`config.mk`:
```
export PLATFORM = sky130hd
export DESIGN_NAME = cfg_loader
export DESIGN_NICKNAME = d
export VERILOG_FILES = /design/src/rtl/cfg_loader.sv
export SDC_FILE = /design/constraint.sdc
export NUM_CORES = 1
export LEC_CHECK = 0
export ABC_AREA = 1
export BUFFER_PORTS_ARGS = -buffer_cell sky130_fd_sc_hd__buf_2
export CAP_MARGIN = 20
export CORE_ASPECT_RATIO = 0.7
export CORE_MARGIN = 4
export CORE_UTILIZATION = 50
export DETAILED_ROUTE_END_ITERATION = 6
export HOLD_SLACK_MARGIN = 0.06
export PLACE_DENSITY_LB_ADDON = 0.12
export SYNTH_ARGS = -nofsm -noshare
export SYNTH_HDL_FRONTEND = slang
export SYNTH_SLANG_ARGS = --single-unit
```
`constraint.sdc`:
```
create_clock -name clk -period 6.8 [get_ports clk]
set_input_delay 1.36 -clock clk [delete_from_list [all_inputs] [get_ports clk]]
set_output_delay 1.36 -clock clk [all_outputs]
set_load 0.03 [all_outputs]
```
`src/rtl/cfg_loader.sv`:
```
module cfg_loader #(
  parameter int DEPTH = 16,
  parameter int AW    = 14
) (
  input  logic          clk,
  input  logic          rst_n,
  input  logic          bus_wr,
  input  logic [AW-1:0] bus_addr,
  input  logic [31:0]   bus_wdata,
  output logic [31:0]   bus_rdata,
  output logic          dma_req,
  output logic          irq,
  output logic          tgt_cfg_n,
  output logic [31:0]   tgt_data,
  output logic          tgt_valid,
  input  logic          tgt_ready,
  input  logic          tgt_done,
  input  logic          tgt_err
);
  localparam int PW = $clog2(DEPTH);
  localparam logic [AW-1:0] A_CTRL  = AW'('h40);
  localparam logic [AW-1:0] A_STAT  = AW'('h44);
  localparam logic [AW-1:0] A_SIZE  = AW'('h48);
  localparam logic [AW-1:0] A_USED  = AW'('h4C);
  localparam logic [AW-1:0] A_TOTAL = AW'('h50);
  localparam logic [AW-1:0] A_CUR   = AW'('h54);
  localparam logic [AW-1:0] A_DATA  = AW'('h3000);
  localparam logic [PW:0]   CAP     = (PW+1)'(DEPTH);
  localparam logic [PW:0]   HALF    = (PW+1)'(DEPTH / 2);

  logic          en, rst_bit, dma_mode, done, err, ovf;
  logic [31:0]   total, cur, acc;
  logic [31:0]   mem [DEPTH];
  logic [PW-1:0] wp, rp;
  logic [PW:0]   count;

  wire ctrl_wr = bus_wr && (bus_addr == A_CTRL);
  wire data_wr = bus_wr && (bus_addr == A_DATA);
  wire full    = (count == CAP);
  wire push    = data_wr && en && !full;
  wire pop     = tgt_valid && tgt_ready && !ctrl_wr;
  wire live    = en && !ctrl_wr;

  assign tgt_valid = en && (count != '0) && (cur < total);
  assign tgt_data  = mem[rp];
  assign tgt_cfg_n = !rst_bit;
  assign dma_req   = en && dma_mode && ((CAP - count) >= HALF) && (acc < total);

  always_ff @(posedge clk)
    if (push) mem[wp] <= bus_wdata;

  always_ff @(posedge clk) begin
    if (!rst_n) begin
      en <= 1'b0; rst_bit <= 1'b0; dma_mode <= 1'b0;
      done <= 1'b0; err <= 1'b0; ovf <= 1'b0; irq <= 1'b0;
      total <= '0; cur <= '0; acc <= '0;
      wp <= '0; rp <= '0; count <= '0;
    end else begin
      if (live && tgt_err) begin
        err <= 1'b1; irq <= 1'b1;
      end
      if (live && !rst_bit && (cur == total) && tgt_done) begin
        done <= 1'b1; irq <= 1'b1;
      end
      if (rst_bit) done <= 1'b0;
      if (pop) cur <= cur + 32'd4;
      if (data_wr && en && full) begin
        ovf <= 1'b1; irq <= 1'b1;
      end
      if (push) acc <= acc + 32'd4;
      if (bus_wr && bus_addr == A_TOTAL && !en) total <= bus_wdata;
      wp    <= wp + PW'(push);
      rp    <= rp + PW'(pop);
      count <= count + (PW+1)'(push) - (PW+1)'(pop);
      if (ctrl_wr) begin
        en <= bus_wdata[0]; rst_bit <= bus_wdata[1]; dma_mode <= bus_wdata[2];
        if (bus_wdata[0] && !en) begin
          cur <= '0; acc <= '0; err <= 1'b0; ovf <= 1'b0; done <= 1'b0;
        end
        if (bus_wdata[2:0] == 3'b000) irq <= 1'b0;
        if (!bus_wdata[0]) begin
          wp <= '0; rp <= '0; count <= '0;
        end
      end
    end
  end

  always_comb begin
    case (bus_addr)
      A_CTRL:  bus_rdata = {29'd0, dma_mode, rst_bit, en};
      A_STAT:  bus_rdata = {13'd0, done, 15'd0, ovf, err, en};
      A_SIZE:  bus_rdata = 32'(DEPTH) << 2;
      A_USED:  bus_rdata = 32'(count) << 2;
      A_TOTAL: bus_rdata = total;
      A_CUR:   bus_rdata = cur;
      default: bus_rdata = '0;
    endcase
  end
endmodule

```
**Word-level counts from Yosys, hierarchy flattened**

Memories as Yosys holds them, arrays and structs flattened. A register that Yosys moved wholly into a read port is not among the register bits.
Index checks and enable logic that the tools add are counted.

- $lt $le $gt $ge: 3
- $add $sub $neg: 7
- Reductions and logical operators: 26
- Equality and inequality tests: 9
- Multiplexer cells: 31

Operator list:

| cell | number |
|---|---|
| $mux W32 | 6 |
| $pmux W32 S6 | 1 |
| $eq A14 B7 Y1 const B | 6 |
| $add A32 B3 Y32 const B | 2 |
| $lt A32 B32 Y1 | 2 |
| $eq A32 B32 Y1 | 1 |
| $logic_and A1 B1 Y1 | 20 |
| $mux W4 | 5 |
| $mux W1 | 17 |
| $eq A14 B14 Y1 const B | 1 |
| $mux W5 | 2 |
| $add A4 B1 Y4 | 2 |
| $add A5 B1 Y5 | 1 |
| $eq A5 B5 Y1 const B | 1 |
| $ge A5 B4 Y1 const B | 1 |
| $reduce_bool A5 Y1 | 1 |
| $sub A5 B1 Y5 | 1 |
| $sub A5 B5 Y5 const A | 1 |
| $logic_not A1 Y1 | 4 |
| $logic_not A3 Y1 | 1 |

- RAM bits: 512
- Bits in registers: 116
- Bits of input ports: 52
- Memories kept: 1
- Logic and storage cells: 90
- Output and inout port bits: 68

Memories:

| name | depth | width | rd ports | clocked after memory_dff | wr ports | line | source |
|---|---|---|---|---|---|---|---|
| mem | 16 | 32 | 1 | 1 | 1 | 33 | `logic [31:0] mem [DEPTH];` |

**Depth between registers and ports, before layout**

Gate-level depths: netlist of run 1.

- Depth in word-level cells: 11
- Depth in mapped cells: 25
- Gate-level depth less buffers: 24

**Worst setup path before layout of run 1**

OpenSTA, ideal clock, no wires.

- Path kind: input-to-output
- Start point: input port bus_addr[1]
- End point: output port bus_rdata[10]
- Data required time: 5440 ps
- Stages on the path: 7
- Buffers on the path: 2
- Data arrival time: 2909 ps
- Path slack: 2531 ps
- Cells stage by stage: nor2_2 -> inv_1 -> nor3_1 -> nand3_1 -> clkbuf_1 -> clkbuf_1 -> o22ai_1

- Cells in the longest elaborated chain, start to end: 2
- Elaborated cells on any way between the ends: 7
- Those cells by class: eq/ne: 6; mux: 1

Ends and longest elaborated chain:

| item | line | source |
|---|---|---|
| from (decl) | 8 | `input logic [AW-1:0] bus_addr,` |
| $eq A14 B7 Y1 | 89 | `case (bus_addr)` |
| $pmux W32 S6 * | 89 |  |
| to (decl) | 10 | `output logic [31:0] bus_rdata,` |

Mark *: on every way between the ends. The rest lies on a longest branch, timed or not.

==> summary.json, run 1 <==
{
  "critical_path": {
    "timing.rr.start": "total[31]",
    "end_kind": "primary output",
    "startpoint": "rp[1]",
    "crit_end": "tgt_data[25]",
    "cp.required_ps": 5440,
    "crit_fanout": 70,
    "worst_setup_path_start_kind": "flop",
    "worst-setup-path-type": "reg -> out",
    "ff2ff_path_depth": 20,
    "worst_r2r_endpoint": "count[4]",
    "regToRegSetupSlack_ps": 2520,
    "worstPathArrival_ps": 3470
  },
  "floorplanning": {
    "floorplan.rows": 72,
    "floorplan.die.height_um": 207,
    "top_level_ports": 120,
    "die-area_um2": 60300,
    "floorplan.core_area_um2": 55500,
    "chipWidth_um": 292,
    "start_util": 0.508
  },
  "synthesis": {
    "post_synth_num_cell_types": 43,
    "synth_edf_count": 512,
    "synth_fp_nets": 2679,
    "netlist.top_cell.by_area": "edfxtp_1",
    "syn-cell-area_um2": 28200,
    "syn-instance-count": 2551,
    "synth.avg_cell_area_um2": 11.0,
    "synth_top_area_share": 0.546,
    "leading_post_synthesis_cells_by_cell_area": "edfxtp_1 55%, dfxtp_1 8.0%, mux2i_1 4.6%",
    "synth-main-ff-cell": "edfxtp_1",
    "synth_warnings": 0,
    "synth_async_sr_flop_share": 0,
    "synth_sequential_area_ratio": 0.625,
    "synth_seq_cells": 624
  },
  "placement": {
    "hpwlAfterDp_um": 51500,
    "dp.cells": 3326,
    "place_area_um2": 29600,
    "buffer_ports.inserted": 119,
    "gp_congestion": 0.971,
    "pre_cts_ws_ps": 1610
  },
  "detailed_routing": {
    "via_total_after_detailed_routing": 19700,
    "route.detailed.wl_per_inst_um": 23.1,
    "post-route-drc-count": 0,
    "post_drt_via_cell_ratio": 5.74,
    "initialDrtViolationCount": 2107,
    "firstDrtPassIters": 5,
    "drt_wl_total_um": 79300,
    "ant_nets": 0
  },
  "clock_tree": {
    "max-clock-path-buffers": 3,
    "clkTransAtPathRegs_ps": 70,
    "post_cts.repair.setup_buffers": 0,
    "clock_root_buffer": "clkbuf_16",
    "tritoncts_num_sinks": 624,
    "ctsHoldBuffers": 0,
    "tritoncts_clock_tree": "done",
    "cts_inserted_buffers": 58,
    "worst_skew_pair_later_pin_latency_ps": 630,
    "cts-resized-gates": 0,
    "cts.htree.levels": 2
  },
  "sta": {
    "postLayoutSetupSlackWorst_ps": 1970,
    "setup_viol": 0,
    "final_max_slew_viol_count": 0,
    "worst_pin_slew_ps": 1020,
    "holdWs_ps": 420,
    "final-hold-violation-count": 0,
    "period_minus_slack_ps": 4830,
    "grt_setup_unrepaired": "false",
    "period_share": 0.710,
    "clock-skew-final_ps": 24.3,
    "setup_total_negative_slack_ps": 0,
    "max_clock_freq_mhz": 207,
    "timing.slew.headroom": 0.317
  },
  "cells_and_area": {
    "multi_input_gate_area_in_the_final_layout_um2": 9040,
    "fill_cells": 4728,
    "fraction_of_final_layout_cells_with_drive_strength_greater_than_1": 0.108,
    "final-seq-area_um2": 17600,
    "nets": 2776,
    "final_area_um2": 31600,
    "areaGrowthSynthToFinish_pct": 12.1,
    "antenna_cells": 0,
    "post_route_insts_no_fill": 3438
  },
  "grt": {
    "global_route.usage.total": 0.259,
    "grt_overflow": 0,
    "largest_net_degree_at_the_start_of_global_routing": 82,
    "number_of_antenna_violations_at_the_first_check_in_global_routing": 2,
    "grt_pass1_vias": 18700,
    "first_pass_grt_wire_length_um": 118000
  },
  "min_path": {
    "worst_hold_path_type": "reg -> reg"
  },
  "pwr": {
    "p_leak_nw": 10.9,
    "power.ir.vdd_worst_uv": 195,
    "power_density_over_cell_area_nw_per_um2": 239
  },
  "run": {
    "cap_viol_max_count": 0
  },
  "status": {
    "outcome": "finished clean"
  }
}
==> layout make-up <==
cell class              instances  share of cell area
inverters                     296              0.0353
well taps                     740              0.0293
clock inverters                41              0.0128
clock buffers                  69              0.0485
flip-flops and latches        624               0.558
repair buffers                157              0.0293
multi-input cells            1511               0.286
==> registers in the layout (all words and copies together) (netlist names) <==
name      cells
acc          30
count         5
cur          30
dma_mode      1
done          1
en            1
err           1
irq           1
mem         512
ovf           1
rp            4
rst_bit       1
total        32
wp            4
==> metrics by stage <==
step | power, mW | util
2_1_floorplan | 4.23 | -
3_3_place_gp | 4.30 | 0.534
3_5_place_dp | 4.30 | 0.534
4_1_cts | 7.59 | 0.568
5_1_grt | 7.76 | 0.569
6_report | 7.54 | 0.569
==> how the worst min path moves through the flow <==
stage	startpoint	endpoint	slack [ps]	depth (start not counted)
after detailed placement	rst_bit	done	410	1
after global placement	rst_bit	done	410	1
after CTS	rst_bit	done	420	1
after global routing	rst_bit	done	440	1
after floorplan	rst_bit	done	400	1
final	rst_bit	done	420	1
==> worst max-delay path, stage by stage, from the launching register on <==
cell and delay, ps:
dfxtp_4 870, inv_6 380, buf_4 470, o211ai_1 420
nand3_1 190, nand2_1 120, buf_2 210
==> cell usage in the layout (no fill, tap or decap), drive strengths merged <==
master / n
edfxtp: 512
nand2: 328
inv: 297
nor2: 219
a21oi: 167
o21ai: 164
buf: 157
o211ai: 136
mux2i: 129
dfxtp: 112
nand3: 86
ha: 75
clkbuf: 69
xor2: 43
a211oi: 40
nor3: 39
clkinv: 32
nand4: 29
o22ai: 26
o221ai: 9
bufinv: 6
xnor2: 4
or2: 4
a21o: 2
o21bai: 2
nor4: 2
nor3b: 2
clkinvlp: 2
nand3b: 1
a221oi: 1
o21a: 1
a31oi: 1
fa: 1
==> cell families (layout without fill, tap and decap cells) <==
| group | after synthesis | after routing | share of synthesized area |
|---|---|---|---|
| AO/OA/AOI/OAI | 549 | 549 | 0.117 |
| XOR/XNOR | 47 | 47 | 0.0146 |
| adder cells (fa/ha/maj) | 76 | 76 | 0.0340 |
| buffers and inverters | 416 | 563 | 0.0577 |
| flip-flops | 624 | 624 | 0.625 |
| multiplexers | 129 | 129 | 0.0458 |
| AND/OR/NAND/NOR | 710 | 710 | 0.106 |
==> power by group <==
part           total, mW  internal, mW  switching, mW
clock network       3.32          1.85           1.47
logic             0.0946        0.0157         0.0790
registers           4.12          4.12     0.00000559
==> cells in the mapped netlist, types with 2 or more instances <==
library cell  instances
buf_2                34
clkinv_1              2
nor3_1               39
nor4_1                2
buf_6                 3
buf_1                 8
a21oi_1             166
o21ai_1               2
ha_1                 75
o21bai_1              2
o21ai_0             162
inv_2                 7
xor2_1               43
a21o_1                2
inv_1               287
or2_2                 4
o211ai_1            136
nand3_1              84
nor3b_1               2
nor2_1              213
clkbuf_1             75
xnor2_1               4
edfxtp_1            512
nor2_2                4
a211oi_1             40
o221ai_1              9
mux2i_1             129
dfxtp_1             112
o22ai_1              26
nand4_1              28
nand2_1             327
==> per-layer routing <==
metal / routed length [µm] / global-route usage / up-vias
li1: - / - / 9235
met1: 38000 / 0.406 / 9676
met2: 32800 / 0.365 / 742
met3: 7290 / 0.0642 / 93
met4: 1170 / 0.0535 / 0
met5: 0 / 0 / -
Power figures use the tool's default switching activity.
==> run 2: changes to the inputs <==
==> constraint.sdc (replaced) <==
create_clock -name clk -period 4.75 [get_ports clk]
set_input_delay 0.95 -clock clk [delete_from_list [all_inputs] [get_ports clk]]
set_output_delay 0.95 -clock clk [all_outputs]
set_load 0.03 [all_outputs]
==> summary.json, run 2 (synthesis gave the netlist of run 1 again) <==
{
  "floorplanning": {
    "chipWidth": {"value": 292, "unit": "µm", "change": "unchanged"},
    "start_util": {"value": 0.508, "change": "unchanged"},
    "floorplan.rows": {"value": 72, "change": "unchanged"},
    "die-area": {"value": 60300, "unit": "µm²", "change": "unchanged"},
    "floorplan.core_area": {"value": 55500, "unit": "µm²", "change": "unchanged"},
    "floorplan.die.height": {"value": 207, "unit": "µm", "change": "unchanged"},
    "top_level_ports": {"value": 120, "change": "unchanged"}
  },
  "pwr": {
    "power_density_over_cell_area": {"value": 340, "unit": "nW/µm²", "change": "was 239 nW/µm²"},
    "power_switching_share": {"value": 0.204, "change": "was 0.206"},
    "share_comb_of_total_power": {"value": 0.014, "change": "was 0.013"},
    "p_leak": {"value": 10.9, "unit": "nW", "change": "about the same"},
    "total_switching_power": {"value": 2.20, "unit": "mW", "change": "was 1.55 mW"},
    "power.ir.vdd_worst": {"value": 324, "unit": "µV", "change": "was 195 µV"},
    "clockPowerShare": {"value": 0.438, "change": "was 0.441"},
    "seq_power_share": {"value": 0.548, "change": "was 0.547"},
    "intPower": {"value": 8.57, "unit": "mW", "change": "was 5.99 mW"}
  },
  "cells_and_area": {
    "mostFrequentLayoutCell": {"value": "edfxtp_1", "change": "unchanged"},
    "largest_register_ff_count": {"value": 512, "change": "unchanged"},
    "commonest_non_fill_non_tap_cells_in_the_layout": {"value": "512 x edfxtp_1, 327 x nand2_1, 285 x inv_1", "change": "unchanged"},
    "nets": {"value": 2784, "change": "was 2,776"},
    "largest_register_by_flop_count": {"value": "mem", "change": "unchanged"},
    "reg.largest.list": {"value": "mem x512, total x32", "change": "unchanged"},
    "areaGrowthSynthToFinish": {"value": 12.6, "unit": "%", "change": "was 12.1%"},
    "fraction_of_final_layout_cells_with_drive_strength_greater_than_1": {"value": 0.108, "change": "about the same"}
  },
  "grt": {
    "global_route.usage.total": {"value": 0.266, "change": "was 0.259"},
    "grt_overflow": {"value": 0, "change": "unchanged"},
    "first_pass_grt_wire_length": {"value": 120000, "unit": "µm", "change": "was 118,000 µm"},
    "grt_pass1_vias": {"value": 18400, "change": "was 18,700"},
    "number_of_antenna_violations_at_the_first_check_in_global_routing": {"value": 0, "change": "was 2"},
    "largest_net_degree_at_the_start_of_global_routing": {"value": 97, "change": "was 82"}
  },
  "sta": {
    "max_clock_freq_mhz": 238,
    "clock-skew-final": {"value": 16.0, "unit": "ps", "change": "was 24.3 ps"},
    "worst_pin_slew": {"value": 1150, "unit": "ps", "change": "was 1020 ps"},
    "period_share": 0.884,
    "postLayoutSetupSlackWorst": {"value": 550, "unit": "ps", "change": "was 1970 ps"},
    "final_max_slew_viol_count": {"value": 0, "change": "unchanged"},
    "setup_viol": {"value": 0, "change": "unchanged"},
    "grt_setup_unrepaired": {"value": "false", "change": "unchanged"},
    "setup_total_negative_slack": {"value": 0, "unit": "ps", "change": "unchanged"},
    "timing.slew.headroom": {"value": 0.224, "change": "was 0.317"},
    "period_minus_slack_ps": 4200,
    "final-hold-violation-count": {"value": 0, "change": "unchanged"}
  },
  "critical_path": {
    "worst_path_largest_cell_delay": {"value": 550, "unit": "ps", "change": "was 870 ps"},
    "worstPathArrival": {"value": 3250, "unit": "ps", "change": "was 3470 ps"},
    "crit_path_cell_trace": {"value": "buf_2, inv_1, nand2_1, nor3_1, nand2_1, nor2_4, inv_2, o22ai_1, buf_2", "change": "was inv_6, buf_4, o211ai_1, nand3_1, nand2_1, buf_2"},
    "crit_fanout": {"value": 28, "change": "was 70"},
    "worst-setup-path-type": {"value": "in -> out", "change": "was reg -> out"},
    "critical_path_cell_with_the_highest_stage_delay": {"value": "o22ai_1", "change": "was dfxtp_4"},
    "worst_setup_path_start_kind": {"value": "primary input", "change": "was flop"},
    "worst_r2r_endpoint": {"value": "count[4]", "change": "unchanged"},
    "end_kind": {"value": "primary output", "change": "unchanged"},
    "startpoint": {"value": "bus_addr[7]", "change": "was rp[1]"},
    "cp.required": {"value": 3800, "unit": "ps", "change": "was 5440 ps"},
    "timing.rr.start": {"value": "count[3]", "change": "was total[31]"},
    "regToRegSetupSlack": {"value": 770, "unit": "ps", "change": "was 2520 ps"},
    "ff2ff_path_depth": {"value": 22, "change": "was 20"}
  },
  "detailed_routing": {
    "post-route-drc-count": {"value": 0, "change": "unchanged"},
    "ant_nets": {"value": 0, "change": "unchanged"},
    "firstDrtPassIters": {"value": 5, "change": "unchanged"},
    "initialDrtViolationCount": {"value": 1941, "change": "was 2,107"},
    "route.detailed.wl_per_inst": {"value": 23.6, "unit": "µm", "change": "was 23.1 µm"},
    "via_total_after_detailed_routing": {"value": 19800, "change": "was 19,700"},
    "post_drt_via_cell_ratio": {"value": 5.75, "change": "was 5.74"},
    "drt_wl_total": {"value": 81300, "unit": "µm", "change": "was 79,300 µm"}
  },
  "run": {
    "cap_viol_max_count": {"value": 0, "change": "unchanged"}
  },
  "clock_tree": {
    "post_cts.repair.setup_buffers": {"value": 0, "change": "unchanged"},
    "clock_root_buffer": {"value": "clkbuf_16", "change": "unchanged"},
    "cts.htree.levels": {"value": 2, "change": "unchanged"},
    "cts_inserted_buffers": {"value": 59, "change": "was 58"},
    "tritoncts_clock_tree": {"value": "done", "change": "unchanged"},
    "ctsHoldBuffers": {"value": 0, "change": "unchanged"},
    "max-clock-path-buffers": {"value": 3, "change": "unchanged"},
    "worst_skew_pair_later_pin_latency": {"value": 630, "unit": "ps", "change": "about the same"},
    "cts-resized-gates": {"value": 0, "change": "unchanged"},
    "tritoncts_num_sinks": {"value": 624, "change": "unchanged"},
    "clkTransAtPathRegs": {"value": 60, "unit": "ps", "change": "was 70 ps"}
  },
  "placement": {
    "pre_cts_ws": {"value": 722, "unit": "ps", "change": "was 1610 ps"},
    "hpwlAfterDp": {"value": 53800, "unit": "µm", "change": "was 51,500 µm"},
    "gp_congestion": {"value": 1.01, "change": "was 0.971"},
    "buffer_ports.inserted": {"value": 119, "change": "unchanged"}
  },
  "min_path": {
    "worst_hold_path_type": {"value": "reg -> reg", "change": "unchanged"},
    "timing.hold.worst.start": {"value": "err", "change": "was rst_bit"},
    "hold-path-cell-count": {"value": 2, "change": "was 1"},
    "worstHoldEndpoint": {"value": "err", "change": "was done"}
  },
  "status": {
    "outcome": {"value": "finished clean", "change": "unchanged"}
  }
}
-- run 2: worst max path at each step --
stage	to	slack [ps]	cells after the start
floorplan	mem[10][0]	1250	8
global placement	bus_rdata[29]	670	9
detailed placement	bus_rdata[29]	720	9
CTS	bus_rdata[29]	710	9
global route	bus_rdata[29]	430	9
finish	bus_rdata[29]	550	9
-- run 2: final cells by class --
class / count / area (µm²)
well taps: 740 / 926
diodes: 1 / 2.50
clock inverters: 34 / 347
multi-input cells: 1511 / 9040
repair buffers: 164 / 1090
clock buffers: 75 / 1560
flip-flops and latches: 624 / 17600
fillers: 4702 / 23800
inverters: 296 / 1110
-- run 2: metrics by stage --
step / util / cells / area [µm²] / hold slack (ps) / power, mW
after detailed placement: 0.537 / 3334 / 29800 / 457 / 6.17
after CTS: 0.571 / 3443 / 31700 / 467 / 10.8
final: 0.571 / 3445 / 31700 / 473 / 10.8
after floorplan: - / 2551 / 28200 / 401 / 6.05
after global routing: 0.571 / 3444 / 31700 / 504 / 11.1
after global placement: 0.537 / 3334 / 29800 / 446 / 6.17
-- run 2: power groups by stage --
stage                     clock network [mW]  registers (mW)  logic (mW)
after CTS                               4.79            5.90       0.150
after global routing                    5.02            5.90       0.162
final                                   4.71            5.90       0.150
after floorplan                            0            6.03      0.0228
after detailed placement                   0            6.02       0.150
after global placement                     0            6.02       0.147
-- run 2: worst max-delay path, delay by kind of cell --
family	cells	cell delay, ps
AND/OR/NAND/NOR	4	860
AO/OA/AOI/OAI	1	550
buffers and inverters	4	850
-- run 2: per-layer routing --
layer	track usage	vias up	share of wire
met1	0.410	9688	0.47
met4	0.0492	2	0.015
met5	0.0118	-	0.0012
li1	-	9249	-
met2	0.373	768	0.41
met3	0.0822	91	0.10
==> run 3: changes to the inputs <==
==> constraint.sdc (replaced) <==
create_clock -name clk -period 4.75 [get_ports clk]
set_input_delay 0.475 -clock clk [delete_from_list [all_inputs] [get_ports clk]]
set_output_delay 0.475 -clock clk [all_outputs]
set_load 0.03 [all_outputs]
==> summary.json, run 3 (synthesis gave the netlist of run 1 again) <==
{
  "status": {
    "outcome": {"value": "finished clean", "change": "unchanged"}
  },
  "detailed_routing": {
    "ant_nets": {"value": 0, "change": "unchanged"},
    "firstDrtPassIters": {"value": 5, "change": "unchanged"},
    "drt_wl_total": {"value": 78000, "unit": "µm", "change": "was 81,300 µm"},
    "via_total_after_detailed_routing": {"value": 19400, "change": "was 19,800"},
    "route.detailed.wl_per_inst": {"value": 22.7, "unit": "µm", "change": "was 23.6 µm"},
    "post-route-drc-count": {"value": 0, "change": "unchanged"},
    "post_drt_via_cell_ratio": {"value": 5.64, "change": "was 5.75"},
    "initialDrtViolationCount": {"value": 2003, "change": "was 1,941"}
  },
  "critical_path": {
    "worst_setup_path_start_kind": {"value": "flop", "change": "was primary input"},
    "crit_path_cell_trace": {"value": "inv_1, ha_1, nand2_1, nor2_1, ha_1, nand3b_1, nor2_1, nand2_1, a21oi_4, nand3_4, nor2_8, ha_1, inv_1, ha_1, inv_1, fa_1, inv_1, a21oi_1, nor2_1, nor2_1, xor2_1, nor2_1", "change": "was buf_2, inv_1, nand2_1, nor3_1, nand2_1, nor2_4, inv_2, o22ai_1, buf_2"},
    "worst_path_largest_cell_delay": {"value": 380, "unit": "ps", "change": "was 550 ps"},
    "ff2ff_path_depth": {"value": 22, "change": "unchanged"},
    "end_kind": {"value": "flop", "change": "was primary output"},
    "critical_path_cell_with_the_highest_stage_delay": {"value": "nor2_8", "change": "was o22ai_1"},
    "worst-setup-path-type": {"value": "reg -> reg", "change": "was in -> out"},
    "timing.critical_path.mode_cell": "nor2_1",
    "crit_fanout": {"value": 20, "change": "was 28"},
    "worstPathArrival": {"value": 4400, "unit": "ps", "change": "was 3250 ps"},
    "timing.rr.start": {"value": "count[3]", "change": "unchanged"},
    "cp.required": {"value": 5230, "unit": "ps", "change": "was 3800 ps"},
    "worst_r2r_endpoint": {"value": "count[4]", "change": "unchanged"},
    "startpoint": {"value": "count[3]", "change": "was bus_addr[7]"},
    "regToRegSetupSlack": {"value": 830, "unit": "ps", "change": "was 770 ps"}
  },
  "sta": {
    "holdWs": {"value": 131, "unit": "ps", "change": "was 473 ps"},
    "final-hold-violation-count": {"value": 0, "change": "unchanged"},
    "worst_pin_slew": {"value": 1060, "unit": "ps", "change": "was 1150 ps"},
    "postLayoutSetupSlackWorst": {"value": 828, "unit": "ps", "change": "was 550 ps"},
    "period_minus_slack": {"value": 3920, "unit": "ps", "change": "was 4200 ps"},
    "final_max_slew_viol_count": {"value": 0, "change": "unchanged"},
    "timing.slew.headroom": {"value": 0.295, "change": "was 0.224"},
    "max_clock_freq": {"value": 255, "unit": "MHz", "change": "was 238 MHz"},
    "period_share": {"value": 0.826, "change": "was 0.884"},
    "setup_viol": {"value": 0, "change": "unchanged"},
    "grt_setup_unrepaired": {"value": "false", "change": "unchanged"},
    "setup_total_negative_slack": {"value": 0, "unit": "ps", "change": "unchanged"},
    "clock-skew-final": {"value": 22.0, "unit": "ps", "change": "was 16.0 ps"}
  },
  "cells_and_area": {
    "largest_register_by_flop_count": {"value": "mem", "change": "unchanged"},
    "mostFrequentLayoutCell": {"value": "edfxtp_1", "change": "unchanged"},
    "fin_util": {"value": 0.568, "change": "was 0.571"},
    "nets": {"value": 2781, "change": "was 2,784"},
    "largest_register_ff_count": {"value": 512, "change": "unchanged"},
    "fraction_of_final_layout_cells_with_drive_strength_greater_than_1": {"value": 0.108, "change": "about the same"},
    "fill_cells": {"value": 4749, "change": "was 4,702"},
    "final_area": {"value": 31500, "unit": "µm²", "change": "was 31,700 µm²"},
    "post_route_insts_no_fill": {"value": 3442, "change": "was 3,445"},
    "reg.largest.list": {"value": "mem x512, total x32", "change": "unchanged"},
    "antenna_cells": {"value": 0, "change": "was 1"},
    "areaGrowthSynthToFinish": {"value": 12.0, "unit": "%", "change": "was 12.6%"},
    "commonest_non_fill_non_tap_cells_in_the_layout": {"value": "512 x edfxtp_1, 327 x nand2_1, 285 x inv_1", "change": "unchanged"}
  },
  "grt": {
    "number_of_antenna_violations_at_the_first_check_in_global_routing": {"value": 4, "change": "was 0"},
    "largest_net_degree_at_the_start_of_global_routing": {"value": 116, "change": "was 97"},
    "grt_pass1_vias": {"value": 18200, "change": "was 18,400"},
    "global_route.usage.total": {"value": 0.257, "change": "was 0.266"},
    "first_pass_grt_wire_length": {"value": 117000, "unit": "µm", "change": "was 120,000 µm"},
    "grt_overflow": {"value": 0, "change": "unchanged"}
  },
  "placement": {
    "hpwlAfterDp": {"value": 52600, "unit": "µm", "change": "was 53,800 µm"},
    "dp.cells": {"value": 3329, "change": "was 3,334"},
    "place_area": {"value": 29700, "unit": "µm²", "change": "was 29,800 µm²"},
    "gp_congestion": {"value": 1.01, "change": "about the same"},
    "buffer_ports.inserted": {"value": 119, "change": "unchanged"},
    "pre_cts_ws": {"value": 917, "unit": "ps", "change": "was 722 ps"}
  },
  "floorplanning": {
    "top_level_ports": {"value": 120, "change": "unchanged"},
    "floorplan.rows": {"value": 72, "change": "unchanged"},
    "die-area": {"value": 60300, "unit": "µm²", "change": "unchanged"},
    "chipWidth": {"value": 292, "unit": "µm", "change": "unchanged"},
    "floorplan.die.height": {"value": 207, "unit": "µm", "change": "unchanged"},
    "floorplan.core_area": {"value": 55500, "unit": "µm²", "change": "unchanged"},
    "start_util": {"value": 0.508, "change": "unchanged"}
  },
  "clock_tree": {
    "tritoncts_num_sinks": {"value": 624, "change": "unchanged"},
    "post_cts.repair.setup_buffers": {"value": 0, "change": "unchanged"},
    "cts-resized-gates": {"value": 0, "change": "unchanged"},
    "clkTransAtPathRegs": {"value": 70, "unit": "ps", "change": "was 60 ps"},
    "cts.htree.levels": {"value": 2, "change": "unchanged"},
    "ctsHoldBuffers": {"value": 0, "change": "unchanged"},
    "max-clock-path-buffers": {"value": 3, "change": "unchanged"},
    "tritoncts_clock_tree": {"value": "done", "change": "unchanged"},
    "cts_inserted_buffers": {"value": 59, "change": "unchanged"},
    "worst_skew_pair_later_pin_latency": {"value": 620, "unit": "ps", "change": "was 630 ps"},
    "clock_root_buffer": {"value": "clkbuf_16", "change": "unchanged"}
  },
  "pwr": {
    "total_power": {"value": 10.5, "unit": "mW", "change": "was 10.8 mW"},
    "power.ir.vdd_worst": {"value": 273, "unit": "µV", "change": "was 324 µV"},
    "power_density_over_cell_area": {"value": 334, "unit": "nW/µm²", "change": "was 340 nW/µm²"},
    "p_leak": {"value": 10.9, "unit": "nW", "change": "about the same"}
  },
  "run": {
    "cap_viol_max_count": {"value": 0, "change": "unchanged"}
  },
  "min_path": {
    "hold-path-cell-count": {"value": 3, "change": "was 2"},
    "timing.hold.worst.start": {"value": "tgt_err", "change": "was err"},
    "worst_hold_path_type": {"value": "in -> reg", "change": "was reg -> reg"},
    "worstHoldEndpoint": {"value": "err", "change": "unchanged"}
  }
}
run 3: changes by cell type in the layout (fill, tap and decap cells not counted), moves of 3 or more:
| cell | delta |
|---|---|
| buf_12 | -7 |
| bufinv_16 | -4 |
| clkbuf_1 | -3 |
| clkinv_2 | +3 |
| inv_6 | +3 |
run 3: cell type report:
cell class	count	area (µm²)	share of cell area
flip-flops and latches	624	17600	0.559
multi-input cells	1511	9040	0.287
clock buffers	71	1540	0.0489
inverters	296	1110	0.0353
repair buffers	161	1000	0.0317
well taps	740	926	0.0294
clock inverters	39	282	0.00893
run 3: metal layers:
metal | GRT usage | part of all wire
met1 | 0.405 | 0.48
met4 | 0.0494 | 0.014
met3 | 0.0728 | 0.094
met2 | 0.354 | 0.41
met5 | 0 | 0.000090
run 3: critical path: cells and delay by family, from the launching register on:
kind,cells,cell delay (ps)
AO/OA/AOI/OAI,2,340
adder cells (fa/ha/maj),5,1330
XOR/XNOR,1,140
buffers and inverters,4,300
flip-flops,1,340
AND/OR/NAND/NOR,10,1300
run 3: worst max-delay path by stage:
stage                         endpoint  slack [ps]  depth (start not counted)
after detailed placement      count[4]         920                         22
after CTS                 tgt_data[19]         810                          7
after global routing          count[4]         570                         22
after floorplan               count[4]        1610                         23
final                         count[4]         830                         22
after global placement        count[4]         930                         22
run 3: report_power, final:
group | internal, mW | switching [mW]
logic | 0.0207 | 0.120
registers | 5.90 | 0.00000682
clock network | 2.44 | 2.06
total | 8.36 | 2.18
